`src/rtl/flash_cmd_pkg.sv`:
```
package flash_cmd_pkg;

    localparam int DATA_W = 8;

    localparam logic [DATA_W-1:0] CMD_READ   = 8'h00;
    localparam logic [DATA_W-1:0] CMD_IDENT  = 8'h90;
    localparam logic [DATA_W-1:0] CMD_ERASE  = 8'h20;
    localparam logic [DATA_W-1:0] CMD_PROG   = 8'h40;
    localparam logic [DATA_W-1:0] CMD_PVFY   = 8'hC0;
    localparam logic [DATA_W-1:0] CMD_EVFY   = 8'hA0;
    localparam logic [DATA_W-1:0] CMD_RESET  = 8'hFF;

    localparam logic [DATA_W-1:0] ID_MAKER   = 8'h89;
    localparam logic [DATA_W-1:0] ID_PART    = 8'hB4;

    typedef enum logic [3:0] {
        M_READ,
        M_IDENT,
        M_ERASE_ARM,
        M_ERASING,
        M_ERASE_VFY,
        M_PROG_ARM,
        M_PROGRAM,
        M_PROG_VFY,
        M_RESET_ARM,
        M_INACTIVE
    } mode_t;

    function automatic mode_t decode_byte(input logic [DATA_W-1:0] d);
        mode_t r;
        case (d)
            CMD_READ:  r = M_READ;
            CMD_IDENT: r = M_IDENT;
            CMD_ERASE: r = M_ERASE_ARM;
            CMD_PROG:  r = M_PROG_ARM;
            CMD_PVFY:  r = M_PROG_VFY;
            CMD_EVFY:  r = M_ERASE_VFY;
            CMD_RESET: r = M_RESET_ARM;
            default:   r = M_READ;
        endcase
        return r;
    endfunction

    function automatic mode_t next_on_commit(input mode_t cur, input logic [DATA_W-1:0] d);
        mode_t r;
        r = decode_byte(d);
        case (cur)
            M_PROG_ARM:  r = (d == CMD_RESET) ? M_RESET_ARM : M_PROGRAM;
            M_ERASE_ARM: if (d == CMD_ERASE) r = M_ERASING;
            M_RESET_ARM: if (d == CMD_RESET) r = M_READ;
            default: ;
        endcase
        return r;
    endfunction

    function automatic logic is_busy(input mode_t m);
        return (m == M_PROGRAM) || (m == M_ERASING);
    endfunction

endpackage

```
`src/rtl/flash_bus_sampler.sv`:
```
module flash_bus_sampler #(
    parameter int ADDR_W = 17
) (
    input  logic              clk,
    input  logic              rst,
    input  logic              ce_n,
    input  logic              we_n,
    input  logic              vpp_hi,
    input  logic [ADDR_W-1:0] addr,
    output logic              commit,
    output logic [ADDR_W-1:0] cap_addr
);
    logic we_q;
    logic fall_seen;

    assign fall_seen = we_q && !we_n && !ce_n;
    assign commit    = !we_q && we_n && !ce_n && vpp_hi;

    always_ff @(posedge clk) begin
        if (rst) begin
            we_q     <= 1'b1;
            cap_addr <= '0;
        end else begin
            we_q <= we_n;
            if (fall_seen) cap_addr <= addr;
        end
    end
endmodule

```
`src/rtl/flash_stop_timer.sv`:
```
module flash_stop_timer #(
    parameter int PROG_LIMIT  = 1000,
    parameter int ERASE_LIMIT = 950000
) (
    input  logic clk,
    input  logic rst,
    input  logic start,
    input  logic run,
    input  logic erase_sel,
    output logic expire
);
    localparam int MAX_LIM = (PROG_LIMIT > ERASE_LIMIT) ? PROG_LIMIT : ERASE_LIMIT;
    localparam int CNT_W   = $clog2(MAX_LIM + 1);

    logic [CNT_W-1:0] cnt;
    logic [CNT_W-1:0] last;

    assign last   = erase_sel ? CNT_W'(ERASE_LIMIT - 1) : CNT_W'(PROG_LIMIT - 1);
    assign expire = run && !start && (cnt == last);

    always_ff @(posedge clk) begin
        if (rst || start) cnt <= '0;
        else if (run)     cnt <= cnt + 1'b1;
    end
endmodule

```
`src/rtl/flash_read_mux.sv`:
```
module flash_read_mux
    import flash_cmd_pkg::*;
#(
    parameter int ADDR_W = 17
) (
    input  mode_t             mode,
    input  logic              ce_n,
    input  logic              oe_n,
    input  logic              we_n,
    input  logic [ADDR_W-1:0] live_addr,
    input  logic [ADDR_W-1:0] prog_addr,
    input  logic [ADDR_W-1:0] vfy_addr,
    input  logic [DATA_W-1:0] arr_rdata,
    output logic [ADDR_W-1:0] arr_addr,
    output logic [DATA_W-1:0] dout,
    output logic              dout_en
);
    logic [DATA_W-1:0] id_val;

    always_comb begin
        case (mode)
            M_PROGRAM, M_PROG_VFY: arr_addr = prog_addr;
            M_ERASE_VFY:           arr_addr = vfy_addr;
            default:               arr_addr = live_addr;
        endcase
    end

    always_comb begin
        if (live_addr == '0)                 id_val = ID_MAKER;
        else if (live_addr == ADDR_W'(1))    id_val = ID_PART;
        else                                 id_val = '0;
    end

    assign dout_en = !ce_n && !oe_n && we_n && !is_busy(mode) && (mode != M_INACTIVE);

    always_comb begin
        if (!dout_en)             dout = '0;
        else if (mode == M_IDENT) dout = id_val;
        else                      dout = arr_rdata;
    end
endmodule

```
`src/rtl/flash_cmd_ctrl.sv`:
```
module flash_cmd_ctrl
    import flash_cmd_pkg::*;
#(
    parameter int ADDR_W      = 17,
    parameter int PROG_LIMIT  = 1000,
    parameter int ERASE_LIMIT = 950000
) (
    input  logic              clk,
    input  logic              rst,
    input  logic              ce_n,
    input  logic              we_n,
    input  logic              oe_n,
    input  logic              vpp_hi,
    input  logic [ADDR_W-1:0] addr,
    input  logic [7:0]        din,
    output logic [7:0]        dout,
    output logic              dout_en,
    output logic [ADDR_W-1:0] arr_addr,
    output logic [7:0]        arr_wdata,
    input  logic [7:0]        arr_rdata,
    output logic              prog_busy,
    output logic              erase_busy
);
    mode_t             state;
    mode_t             nxt;
    logic              commit;
    logic              expire;
    logic              start;
    logic [ADDR_W-1:0] cap_addr;
    logic [ADDR_W-1:0] prog_addr;
    logic [ADDR_W-1:0] vfy_addr;
    logic [7:0]        prog_data;

    flash_bus_sampler #(.ADDR_W(ADDR_W)) u_bus (
        .clk(clk), .rst(rst), .ce_n(ce_n), .we_n(we_n), .vpp_hi(vpp_hi),
        .addr(addr), .commit(commit), .cap_addr(cap_addr)
    );

    assign nxt   = next_on_commit(state, din);
    assign start = commit && is_busy(nxt);

    flash_stop_timer #(.PROG_LIMIT(PROG_LIMIT), .ERASE_LIMIT(ERASE_LIMIT)) u_timer (
        .clk(clk), .rst(rst), .start(start), .run(is_busy(state)),
        .erase_sel(state == M_ERASING), .expire(expire)
    );

    always_ff @(posedge clk) begin
        if (rst) begin
            state     <= M_READ;
            prog_addr <= '0;
            prog_data <= '1;
            vfy_addr  <= '0;
        end else if (commit) begin
            state <= nxt;
            if (nxt == M_PROGRAM) begin
                prog_addr <= cap_addr;
                prog_data <= din;
            end
            if (nxt == M_ERASE_VFY) vfy_addr <= cap_addr;
        end else if (expire) begin
            state <= M_INACTIVE;
        end
    end

    flash_read_mux #(.ADDR_W(ADDR_W)) u_rd (
        .mode(state), .ce_n(ce_n), .oe_n(oe_n), .we_n(we_n),
        .live_addr(addr), .prog_addr(prog_addr), .vfy_addr(vfy_addr),
        .arr_rdata(arr_rdata), .arr_addr(arr_addr), .dout(dout), .dout_en(dout_en)
    );

    assign arr_wdata  = prog_data;
    assign prog_busy  = (state == M_PROGRAM);
    assign erase_busy = (state == M_ERASING);
endmodule

```
`config.mk`:
```
export PLATFORM = sky130hd
export DESIGN_NAME = flash_cmd_ctrl
export DESIGN_NICKNAME = d
export VERILOG_FILES = /design/src/rtl/flash_cmd_pkg.sv /design/src/rtl/flash_bus_sampler.sv /design/src/rtl/flash_stop_timer.sv /design/src/rtl/flash_read_mux.sv /design/src/rtl/flash_cmd_ctrl.sv
export SDC_FILE = /design/constraint.sdc
export NUM_CORES = 1
export LEC_CHECK = 0
export BUFFER_PORTS_ARGS = -buffer_cell sky130_fd_sc_hd__buf_2
export CAP_MARGIN = 40
export CORE_ASPECT_RATIO = 0.6
export CORE_MARGIN = 2
export CORE_UTILIZATION = 39
export CTS_BUF_LIST = sky130_fd_sc_hd__clkbuf_16
export CTS_CLUSTER_SIZE = 28
export DETAILED_ROUTE_END_ITERATION = 6
export SLEW_MARGIN = 0
export SYNTH_ARGS = -nofsm -noshare
export SYNTH_HDL_FRONTEND = slang
export SYNTH_SLANG_ARGS = --single-unit
export TNS_END_PERCENT = 5
```
`constraint.sdc`:
```
create_clock -name clk -period 4 [get_ports clk]
set_input_delay 1.2 -clock clk [delete_from_list [all_inputs] [get_ports clk]]
set_output_delay 1.2 -clock clk [all_outputs]
set_load 0.005 [all_outputs]
```
==> results of run 1 <==
-- sequential cells by signal, indices dropped and copies added (netlist names) --
register,flops
arr_wdata,8
prog_addr,17
state,4
u_bus.cap_addr,17
u_bus.we_q,1
u_timer.cnt,20
vfy_addr,17
-- through the flow --
stage	total power [W]	cell area [um^2]	hold slack (ns)	worst slack (ns)	util
floorplan	0.000930	4170	0.434	0.422	-
global placement	0.000987	4610	0.443	0.0644	0.439
detailed placement	0.000992	4640	0.448	0.0557	0.442
CTS	0.00178	4920	0.456	0.0441	0.469
global route	0.00183	4930	0.476	0.0131	0.470
finish	0.00176	4930	0.455	0.118	0.470
-- tightest hold or removal path, stage by stage (launching register included) --
cell and delay [ns]:
dfxtp_1 0.31, nand2_1 0.05, a21oi_1 0.05
-- Yosys cell counts, types with 5 or more instances --
master,instances,area share
buf_2,5,0.0060
nor3_1,13,0.016
nand2_1,98,0.088
xnor2_1,16,0.034
nand2b_1,5,0.0075
nor4_1,8,0.012
o21a_1,5,0.0090
a22oi_1,30,0.054
mux2i_1,44,0.11
dfxtp_1,84,0.40
nand3_1,8,0.0096
nor2_1,49,0.044
o21ai_0,21,0.025
clkbuf_1,23,0.021
a21oi_1,22,0.026
inv_1,10,0.0090
-- timing repair --
action	in CTS	in global routing
hold endpoints to repair	0	0
hold buffers	0	0
endpoints found under the setup margin	0	3
resized for setup	0	2
-- worst max path at each step --
stage | from | endpoint | slack (ns) | depth (start not counted)
2_1_floorplan | oe_n | dout[2] | 0.42 | 4
3_3_place_gp | addr[5] | dout[4] | 0.06 | 7
3_5_place_dp | addr[5] | dout[2] | 0.06 | 7
4_1_cts | addr[5] | dout[5] | 0.04 | 7
5_1_grt | ce_n | dout[5] | 0.01 | 6
6_report | oe_n | dout[5] | 0.12 | 6
-- per-layer routing --
metal	global-route usage	share of wire	up-vias
met2	0.284	0.40	99
met3	0.0540	0.060	8
met4	0.0459	0.0073	0
li1	-	-	1854
met5	0	0	-
met1	0.314	0.53	1791
-- area by class of cell --
cell class,instances,area [um^2]
multi-input combinational,370,2270
tap,139,174
clock inverter,7,53.8
inverter,11,41.3
sequential,84,1680
timing repair buffer,85,482
clock buffer,9,225
fill,1042,5560
-- power by group --
group	switching [W]	internal (W)	total, W
Sequential	0.00000513	0.000844	0.000849
Combinational	0.0000765	0.0000480	0.000125
Clock	0.000359	0.000424	0.000783
-- kinds of logic (layout without fill, tap and decap cells) --
kind of cell / count (synthesis) / in the layout / synth area share
AOI/OAI and AO/OA: 91 / 91 / 0.145
xor gates and xnor gates: 20 / 20 / 0.0420
adders and majority gates: 1 / 1 / 0.00300
buffers and inverters: 45 / 112 / 0.0573
DFF: 84 / 84 / 0.403
muxes: 44 / 44 / 0.106
and+or+nand+nor: 214 / 214 / 0.244
==> results by group, run 1 <==
Critical path
  • Crit. End Element: output port
  • RR Endpoint: prog_addr[1]$_SDFFE_PP0P_
  • Max FO, Critical Path: 6
  • Required @ worst endpoint: ~2.8 ns
  • Worst R2R Path Depth: 7
  • Cell family with the largest share of critical-path delay: compound AO/OA/AOI/OAI gates
  • Critical-path cell list: buf_2, or3b_2, a311o_1, a21oi_1, o21a_1, buf_2
  • Cell with the largest stage delay on the worst path: or3b_2
  • WP buf/inv: 2
  • RR Startpoint: state[0]$_SDFFE_PP0P_
  • Critical path class: input port to output port
  • Critical Path Start Type: input port
  • FF-to-FF setup slack: between 1.5 and 2 ns
  • CP arrival: about 2.7 ns
  • Most Frequent Cell on Critical Path: buf_2
  • Max incr delay on CP: approximately 0.46 ns

Routing
  • # DRC: 0
  • Vias: ~3800
  • First-pass DRT Iterations: 4
  • Initial drt markers: 361
  • Routed Antenna Nets: 0
  • Routed wire length: 11300 um
  • Wire per inst: 16.0 um
  • Drt via density: 5.32

Place
  • Dpl hpwl: around 8000 um
  • Port bufs: 74
  • Routability Congestion: roughly 0.75
  • Inst Count DP: between 600 and 700

Clock tree
  • Clk_lat worst skew: ~0.34 ns
  • Root Buffer: clkbuf_16
  • TritonCTS clock tree: built
  • H-tree depth: 3
  • Clk slew on worst S/H paths: 0.06 ns
  • # clock sinks: 84
  • Post CTS Setup Buffer Count: 0
  • Clock buffer count from CTS: 9
  • Max clock buf depth: 2

Synth
  • Register area share after synthesis: 0.403
  • Syn nets: 539
  • EDFF count, synth: 0
  • Synth async-reset ratio: 0
  • Yosys cell types: 53
  • Synth Flop Type: dfxtp_1
  • Cells after Synth: ~500
  • Post-Syn Area: 4170 um^2
  • Warnings, synthesis: 0
  • Yosys reg bits: 84
  • Mapped Avg Cell Area: roughly 8.4 um^2

STA
  • Max-slew violation count: 0
  • Finish-stage setup viols: 0
  • Final worst-path cycle share: 0.971
  • Period minus WS final: slightly below 4 ns
  • RSZ-0062 raised after global routing: false
  • Clock skew: approximately 0.0087 ns
  • Slew HR: 0.438
  • Max Clock Freq: 0.258 GHz
  • Setup TNS: 0 ns
  • Final count of hold timing violations: 0
  • Least-Margin Pin Slew: around 0.84 ns

Pwr
  • Peak supply drop: ~0.22 mV
  • LEAKAGE: between 1.5 and 2 nW
  • Power Density: approximately 360 nW/um^2

Job
  • Max-Cap Viols: 0

Finish
  • Most frequent cells in the layout: nand2_1, dfxtp_1, buf_2
  • Non-Filler Instances: 705
  • Nets: around 600
  • Area Overhead vs Synth: 18.1%
  • Layout cells sized above 1: 0.201
  • ANT cells: 0
  • Commonest non-fill, non-tap cell in the layout: nand2_1

Floorplan
  • Die H: between 80 and 90 um
  • Core area: between 10000 and 15000 um^2
  • # rows: 29
  • Die area: 11600 um^2
  • I/O Pins: between 70 and 80
  • Initial Utilization: 0.398
  • Die W: approximately 140 um

GRT
  • Vias in the first global route: between 3000 and 4000
  • Initial antenna violation count: 0
  • First-pass GRT wire length: between 15000 and 20000 um
  • Largest net degree at the start of global routing: 46
  • Grt ovf: 0
  • All-layer global routing usage: 0.205

Hold path
  • Hold Startpoint: u_bus.cap_addr[16]$_SDFFE_PP0P_
  • Hold depth: 2
  • Hold crit path type: flip-flop to flip-flop
  • Hold endpoint: u_bus.cap_addr[16]$_SDFFE_PP0P_

Run status
  • Status: complete, no violations
Power figures use the tool's default switching activity.
==> run 2, diff against run 1 <==
--- a/config.mk
+++ b/config.mk
@@ -13,6 +13,7 @@
 export CTS_BUF_LIST = sky130_fd_sc_hd__clkbuf_16
 export CTS_CLUSTER_SIZE = 28
 export DETAILED_ROUTE_END_ITERATION = 6
+export SETUP_SLACK_MARGIN = 0.3
 export SLEW_MARGIN = 0
 export SYNTH_ARGS = -nofsm -noshare
 export SYNTH_HDL_FRONTEND = slang
==> results by group, run 2 (synthesis results as in run 1) <==
Run status
  • Status: complete, no violations

Critical path
  • Crit. End Element: output port
  • RR Startpoint: state[0]$_SDFFE_PP0P_
  • CP arrival: 2.48 ns (-0.20 ns)
  • Max FO, Critical Path: 4 (-2)
  • Critical path class: input port to output port
  • Critical Path Start Type: input port
  • CP startpoint: oe_n
  • Required @ worst endpoint: 2.80 ns (about the same)

STA
  • Clock skew: 0.00672 ns (-0.00194 ns)
  • Final worst-path cycle share: 0.920 (-0.0503)
  • Max-slew violation count: 0 (unchanged)
  • RSZ-0062 raised after global routing: true
  • Slew HR: 0.334 (-0.103)
  • Setup TNS: 0 ns (unchanged)
  • Final count of hold timing violations: 0 (unchanged)
  • Max Clock Freq: 0.272 GHz (+5.5%)
  • Period minus WS final: 3.68 ns (-0.201 ns)
  • Finish-stage setup viols: 0 (unchanged)
  • Least-Margin Pin Slew: 0.990 ns (+0.154 ns)

Finish
  • Nets: 602 (+0.17%)
  • Area Overhead vs Synth: 19.3%
  • Largest register FFs: 20 (unchanged)
  • Most frequent cells in the layout: nand2_1, dfxtp_1, buf_2
  • Largest Register: u_timer.cnt
  • ANT cells: 0 (unchanged)
  • Layout cells sized above 1: 0.208 (+0.00670)
  • Commonest non-fill, non-tap cell in the layout: nand2_1
  • Finished Core Util: 0.475 (+0.00489)
  • Final Cell Area: 4980 um^2 (+1.0%)

Floorplan
  • Core area: 10500 um^2 (unchanged)
  • I/O Pins: 75 (unchanged)
  • Die W: 138 um (unchanged)
  • Die H: 84.1 um (unchanged)
  • Die area: 11600 um^2 (unchanged)
  • Initial Utilization: 0.398 (unchanged)
  • # rows: 29 (unchanged)

Routing
  • Vias: 3790 (+1.0%)
  • Drt via density: 5.37 (+0.87%)
  • First-pass DRT Iterations: 5 (+1)
  • # DRC: 0 (unchanged)
  • Wire per inst: 16.1 um (+0.43%)
  • Routed wire length: 11400 um (+0.57%)
  • Routed Antenna Nets: 0 (unchanged)
  • Initial drt markers: 294 (-19%)

Hold path
  • Hold Startpoint: u_bus.cap_addr[14]$_SDFFE_PP0P_
  • Hold crit path type: flip-flop to flip-flop

Pwr
  • Clock group share of total power: 0.445 (about the same)
  • Sequential share of power: 0.482 (about the same)
  • Peak supply drop: 0.221 mV (+1.4%)
  • Power Density: 354 nW/um^2 (-0.69%)
  • Int Power: 0.00132 W (+0.13%)
  • LEAKAGE: 1.88 nW (+1.2%)
  • Switch Pwr: 0.000445 W (+0.99%)
  • Comb pwr share: 0.073 (+0.002)
  • Switching share of power: 0.253 (+0.00160)

Clock tree
  • Clk slew on worst S/H paths: 0.07 ns (about the same)
  • # clock sinks: 84 (unchanged)
  • H-tree depth: 3 (unchanged)
  • Root Buffer: clkbuf_16
  • TritonCTS clock tree: built
  • Clk_lat worst skew: 0.34 ns (about the same)
  • Max clock buf depth: 2 (unchanged)
  • Clock buffer count from CTS: 9 (unchanged)
  • Hold Buf Count CTS: 0 (unchanged)

GRT
  • Initial antenna violation count: 0 (unchanged)
  • Vias in the first global route: 3649 (+0.61%)
  • All-layer global routing usage: 0.206 (+0.00115)
  • Grt ovf: 0 (unchanged)
  • First-pass GRT wire length: 18700 um (+0.55%)
  • Largest net degree at the start of global routing: 46 (unchanged)

Place
  • Routability Congestion: 0.754 (unchanged)
  • Area of placed instances: 4640 um^2 (unchanged)
  • Port bufs: 74 (unchanged)
  • Dpl hpwl: 7780 um (unchanged)

Job
  • Max-Cap Viols: 0 (unchanged)
## run 2: final timing paths
| path | to | slack [ns] | cells after the start |
|---|---|---|---|
| worst max-delay path | dout[0] | 0.32 | 6 |
| worst max register to register | prog_addr[9]$_SDFFE_PP0P_ | 1.54 | 7 |
| worst min register to register | u_bus.cap_addr[14]$_SDFFE_PP0P_ | 0.46 | 2 |
| worst min-delay path | u_bus.cap_addr[14]$_SDFFE_PP0P_ | 0.46 | 2 |
## run 2: critical path, cell delays in order
cell     delay [ns]
buf_2          0.10
or3b_4         0.38
a311o_1        0.36
buf_4          0.18
a21oi_1        0.12
buf_2          0.13
## run 2: repair_timing
action	CTS	global route
buffers inserted	1	0
setup endpoints to repair	7	3
resized for setup	8	4
pin swaps	1	3
## run 2: power by group through the flow
stage	logic, W	clock network [W]	registers, W
2_1_floorplan	0.0000638	0	0.000866
3_3_place_gp	0.000119	0	0.000868
3_5_place_dp	0.000123	0	0.000868
4_1_cts	0.000128	0.000802	0.000849
5_1_grt	0.000143	0.000837	0.000850
6_report	0.000129	0.000785	0.000850
## run 2: layout make-up
cell class | count | area (um^2)
Clock buffer | 9 | 225
Sequential cell | 84 | 1680
Inverter | 11 | 41.3
Clock inverter | 7 | 53.8
Tap cell | 139 | 174
Timing Repair Buffer | 86 | 492
Multi-Input combinational cell | 370 | 2310
Fill cell | 1037 | 5510
## run 2: stage by stage
stage,worst slack (ns),total power (W),hold slack [ns],cells
final,0.319,0.00176,0.455,706
after detailed placement,0.0557,0.000992,0.448,689
after CTS,0.334,0.00178,0.456,706
after global placement,0.0644,0.000987,0.443,687
after floorplan,0.422,0.000930,0.434,499
after global routing,0.279,0.00183,0.476,706
## run 2: layer usage
| layer | vias to the layer above | GRT usage | share of wire |
|---|---|---|---|
| met3 | 10 | 0.0577 | 0.064 |
| met1 | 1810 | 0.311 | 0.52 |
| met2 | 111 | 0.290 | 0.41 |
| met5 | - | 0 | 0 |
| met4 | 0 | 0.0459 | 0.0080 |
| li1 | 1859 | - | - |
==> run 3, diff against run 2 <==
--- a/config.mk
+++ b/config.mk
@@ -7,7 +7,6 @@
 export LEC_CHECK = 0
 export BUFFER_PORTS_ARGS = -buffer_cell sky130_fd_sc_hd__buf_2
 export CAP_MARGIN = 40
-export CORE_ASPECT_RATIO = 0.6
 export CORE_MARGIN = 2
 export CORE_UTILIZATION = 39
 export CTS_BUF_LIST = sky130_fd_sc_hd__clkbuf_16
==> results by group, run 3 (synthesis results as in run 1) <==
Run status
  • Status: complete, no violations

Critical path
  • FF-to-FF setup slack: 1.68 ns (+0.14 ns)
  • Cell with the largest stage delay on the worst path: nor4_2
  • WP buf/inv: 2 (-1)
  • Critical Path Start Type: input port
  • Cell family with the largest share of critical-path delay: simple AND/OR/NAND/NOR gates
  • Critical-path cell list: buf_2, nor4_2, and4_4, nand2_1, a21oi_2, o21a_1, buf_2
  • Crit path depth: 7 (+1)
  • Max FO, Critical Path: 4 (unchanged)
  • Critical path class: input port to output port
  • Most Frequent Cell on Critical Path: buf_2
  • Crit. End Element: output port
  • Max incr delay on CP: 0.35 ns (-0.03 ns)
  • RR Startpoint: state[1]$_SDFFE_PP0P_
  • CP arrival: 2.48 ns (about the same)
  • RR Endpoint: vfy_addr[0]$_SDFFE_PP0P_
  • Worst R2R Path Depth: 7 (unchanged)
  • Required @ worst endpoint: 2.80 ns (about the same)

Job
  • Max-Cap Viols: 0 (unchanged)

STA
  • Setup slack after layout: 0.321 ns (+0.00207 ns)
  • Clock skew: 0.00849 ns (+0.00178 ns)
  • Final worst-path cycle share: 0.920 (about the same)
  • Setup TNS: 0 ns (unchanged)
  • Final count of hold timing violations: 0 (unchanged)
  • Finish-stage setup viols: 0 (unchanged)
  • RSZ-0062 raised after global routing: true
  • Period minus WS final: 3.68 ns (-0.00207 ns)
  • Slew HR: 0.408 (+0.0735)
  • Max-slew violation count: 0 (unchanged)
  • Worst hold margin: 0.454 ns (-0.00175 ns)
  • Max Clock Freq: 0.272 GHz (about the same)
  • Least-Margin Pin Slew: 0.887 ns (-0.103 ns)

Finish
  • Most frequent cells in the layout: nand2_1, dfxtp_1, buf_2
  • Final Cell Area: 4960 um^2 (-0.48%)
  • Area Overhead vs Synth: 18.8%
  • ANT cells: 0 (unchanged)
  • Non-Filler Instances: 703 (-0.42%)
  • Largest Register: u_timer.cnt
  • Commonest non-fill, non-tap cell in the layout: nand2_1
  • Largest register FFs: 20 (unchanged)
  • Layout cells sized above 1: 0.203 (-0.00529)
  • Nets: 602 (unchanged)

Clock tree
  • Clock buffer count from CTS: 9 (unchanged)
  • Root Buffer: clkbuf_16
  • # clock sinks: 84 (unchanged)
  • TritonCTS clock tree: built
  • H-tree depth: 3 (unchanged)
  • Clk slew on worst S/H paths: 0.06 ns (about the same)
  • Max clock buf depth: 2 (unchanged)
  • Clk_lat worst skew: 0.33 ns (about the same)

Hold path
  • Hold Startpoint: u_bus.cap_addr[16]$_SDFFE_PP0P_
  • Hold endpoint: u_bus.cap_addr[16]$_SDFFE_PP0P_
  • Hold crit path type: flip-flop to flip-flop
  • Hold depth: 2 (unchanged)

Pwr
  • Peak supply drop: 0.193 mV (-12%)
  • Comb pwr share: 0.067 (-0.006)
  • Power Density: 371 nW/um^2 (+4.9%)
  • Switch Pwr: 0.000410 W (-7.9%)
  • Switching share of power: 0.223 (-0.0297)
  • Int Power: 0.00143 W (+8.5%)
  • LEAKAGE: 1.88 nW (-0.24%)
  • Clock group share of total power: 0.471 (+0.026)
  • Sequential share of power: 0.462 (-0.020)

GRT
  • Largest net degree at the start of global routing: 55 (+20%)
  • Initial antenna violation count: 0 (unchanged)
  • First-pass GRT wire length: 17900 um (-4.4%)
  • Vias in the first global route: 3610 (-1.1%)
  • All-layer global routing usage: 0.193 (-0.0129)
  • Grt ovf: 0 (unchanged)

Floorplan
  • Die area: 11500 um^2 (-0.23%)
  • Initial Utilization: 0.402 (+0.00447)
  • Die W: 107 um (-22%)
  • # rows: 37 (+28%)
  • I/O Pins: 75 (unchanged)
  • Die H: 107 um (+28%)
  • Core area: 10400 um^2 (-1.1%)

Place
  • Dpl hpwl: 7360 um (-5.4%)
  • Area of placed instances: 4600 um^2 (-0.70%)
  • Inst Count DP: 686 (-0.44%)
  • Port bufs: 74 (unchanged)
  • Routability Congestion: 0.821 (+8.9%)
  • Post-placement setup slack: 0.108 ns (+0.0526 ns)

Routing
  • Initial drt markers: 236 (-20%)
  • Routed wire length: 11000 um (-3.3%)
  • Routed Antenna Nets: 0 (unchanged)
  • Vias: 3772 (-0.47%)
  • First-pass DRT Iterations: 6 (+1)
  • Wire per inst: 15.7 um (-2.9%)
  • Drt via density: 5.37 (about the same)
  • # DRC: 0 (unchanged)
==> run 3: cell types whose count changed in the layout (fill, tap and decap cells not counted), moves of 2 or more <==
cell,delta
buf_12,-2
buf_4,+3
bufinv_16,+2
clkinv_1,+3
clkinv_4,-3
nor4_2,+2
==> run 3: area by class of cell <==
cell class | count | area, um^2
Sequential cell | 84 | 1680
Clock inverter | 7 | 82.6
Clock buffer | 9 | 225
Inverter | 11 | 41.3
Fill cell | 1021 | 5410
Multi-Input combinational cell | 370 | 2290
Timing Repair Buffer | 86 | 460
Tap cell | 136 | 170
==> run 3: power by group through the flow <==
stage / Combinational, W / Sequential, W / Clock (W)
3_5_place_dp: 0.000119 / 0.000868 / 0
5_1_grt: 0.000136 / 0.000850 / 0.000922
4_1_cts: 0.000122 / 0.000849 / 0.000879
3_3_place_gp: 0.000117 / 0.000868 / 0
2_1_floorplan: 0.0000638 / 0.000866 / 0
6_report: 0.000123 / 0.000850 / 0.000867
==> run 3: how the worst max path moves through the flow <==
stage	endpoint	startpoint	slack, ns
detailed placement	dout[5]	ce_n	0.11
CTS	dout[5]	addr[16]	0.31
global route	dout[5]	addr[16]	0.28
floorplan	dout[2]	oe_n	0.42
global placement	dout[5]	oe_n	0.17
finish	dout[4]	addr[5]	0.32
==> run 3: tightest hold or removal path, cell delays in order (launching register included) <==
cell and delay [ns]:
dfxtp_1 0.31, nand2_1 0.05, a21oi_1 0.05
==> run 3: timing repair <==
action	in CTS	in global routing
resized for setup	7	1
pin swaps	1	0
cloned	0	0
hold buffers	0	0
endpoints found under the setup margin	7	8
setup buffers	1	0
==> run 3: metrics by stage <==
step	power, W	util
after global routing	0.00191	0.478
after CTS	0.00185	0.477
final	0.00184	0.478
after floorplan	0.000930	-
after global placement	0.000985	0.444
after detailed placement	0.000987	0.444
==> run 3: routing by layer <==
metal,track usage,vias to the layer above,part of all wire
li1,-,1853,-
met5,0,-,0
met1,0.256,1799,0.46
met3,0.0424,13,0.056
met4,0.0568,0,0.015
met2,0.316,107,0.47
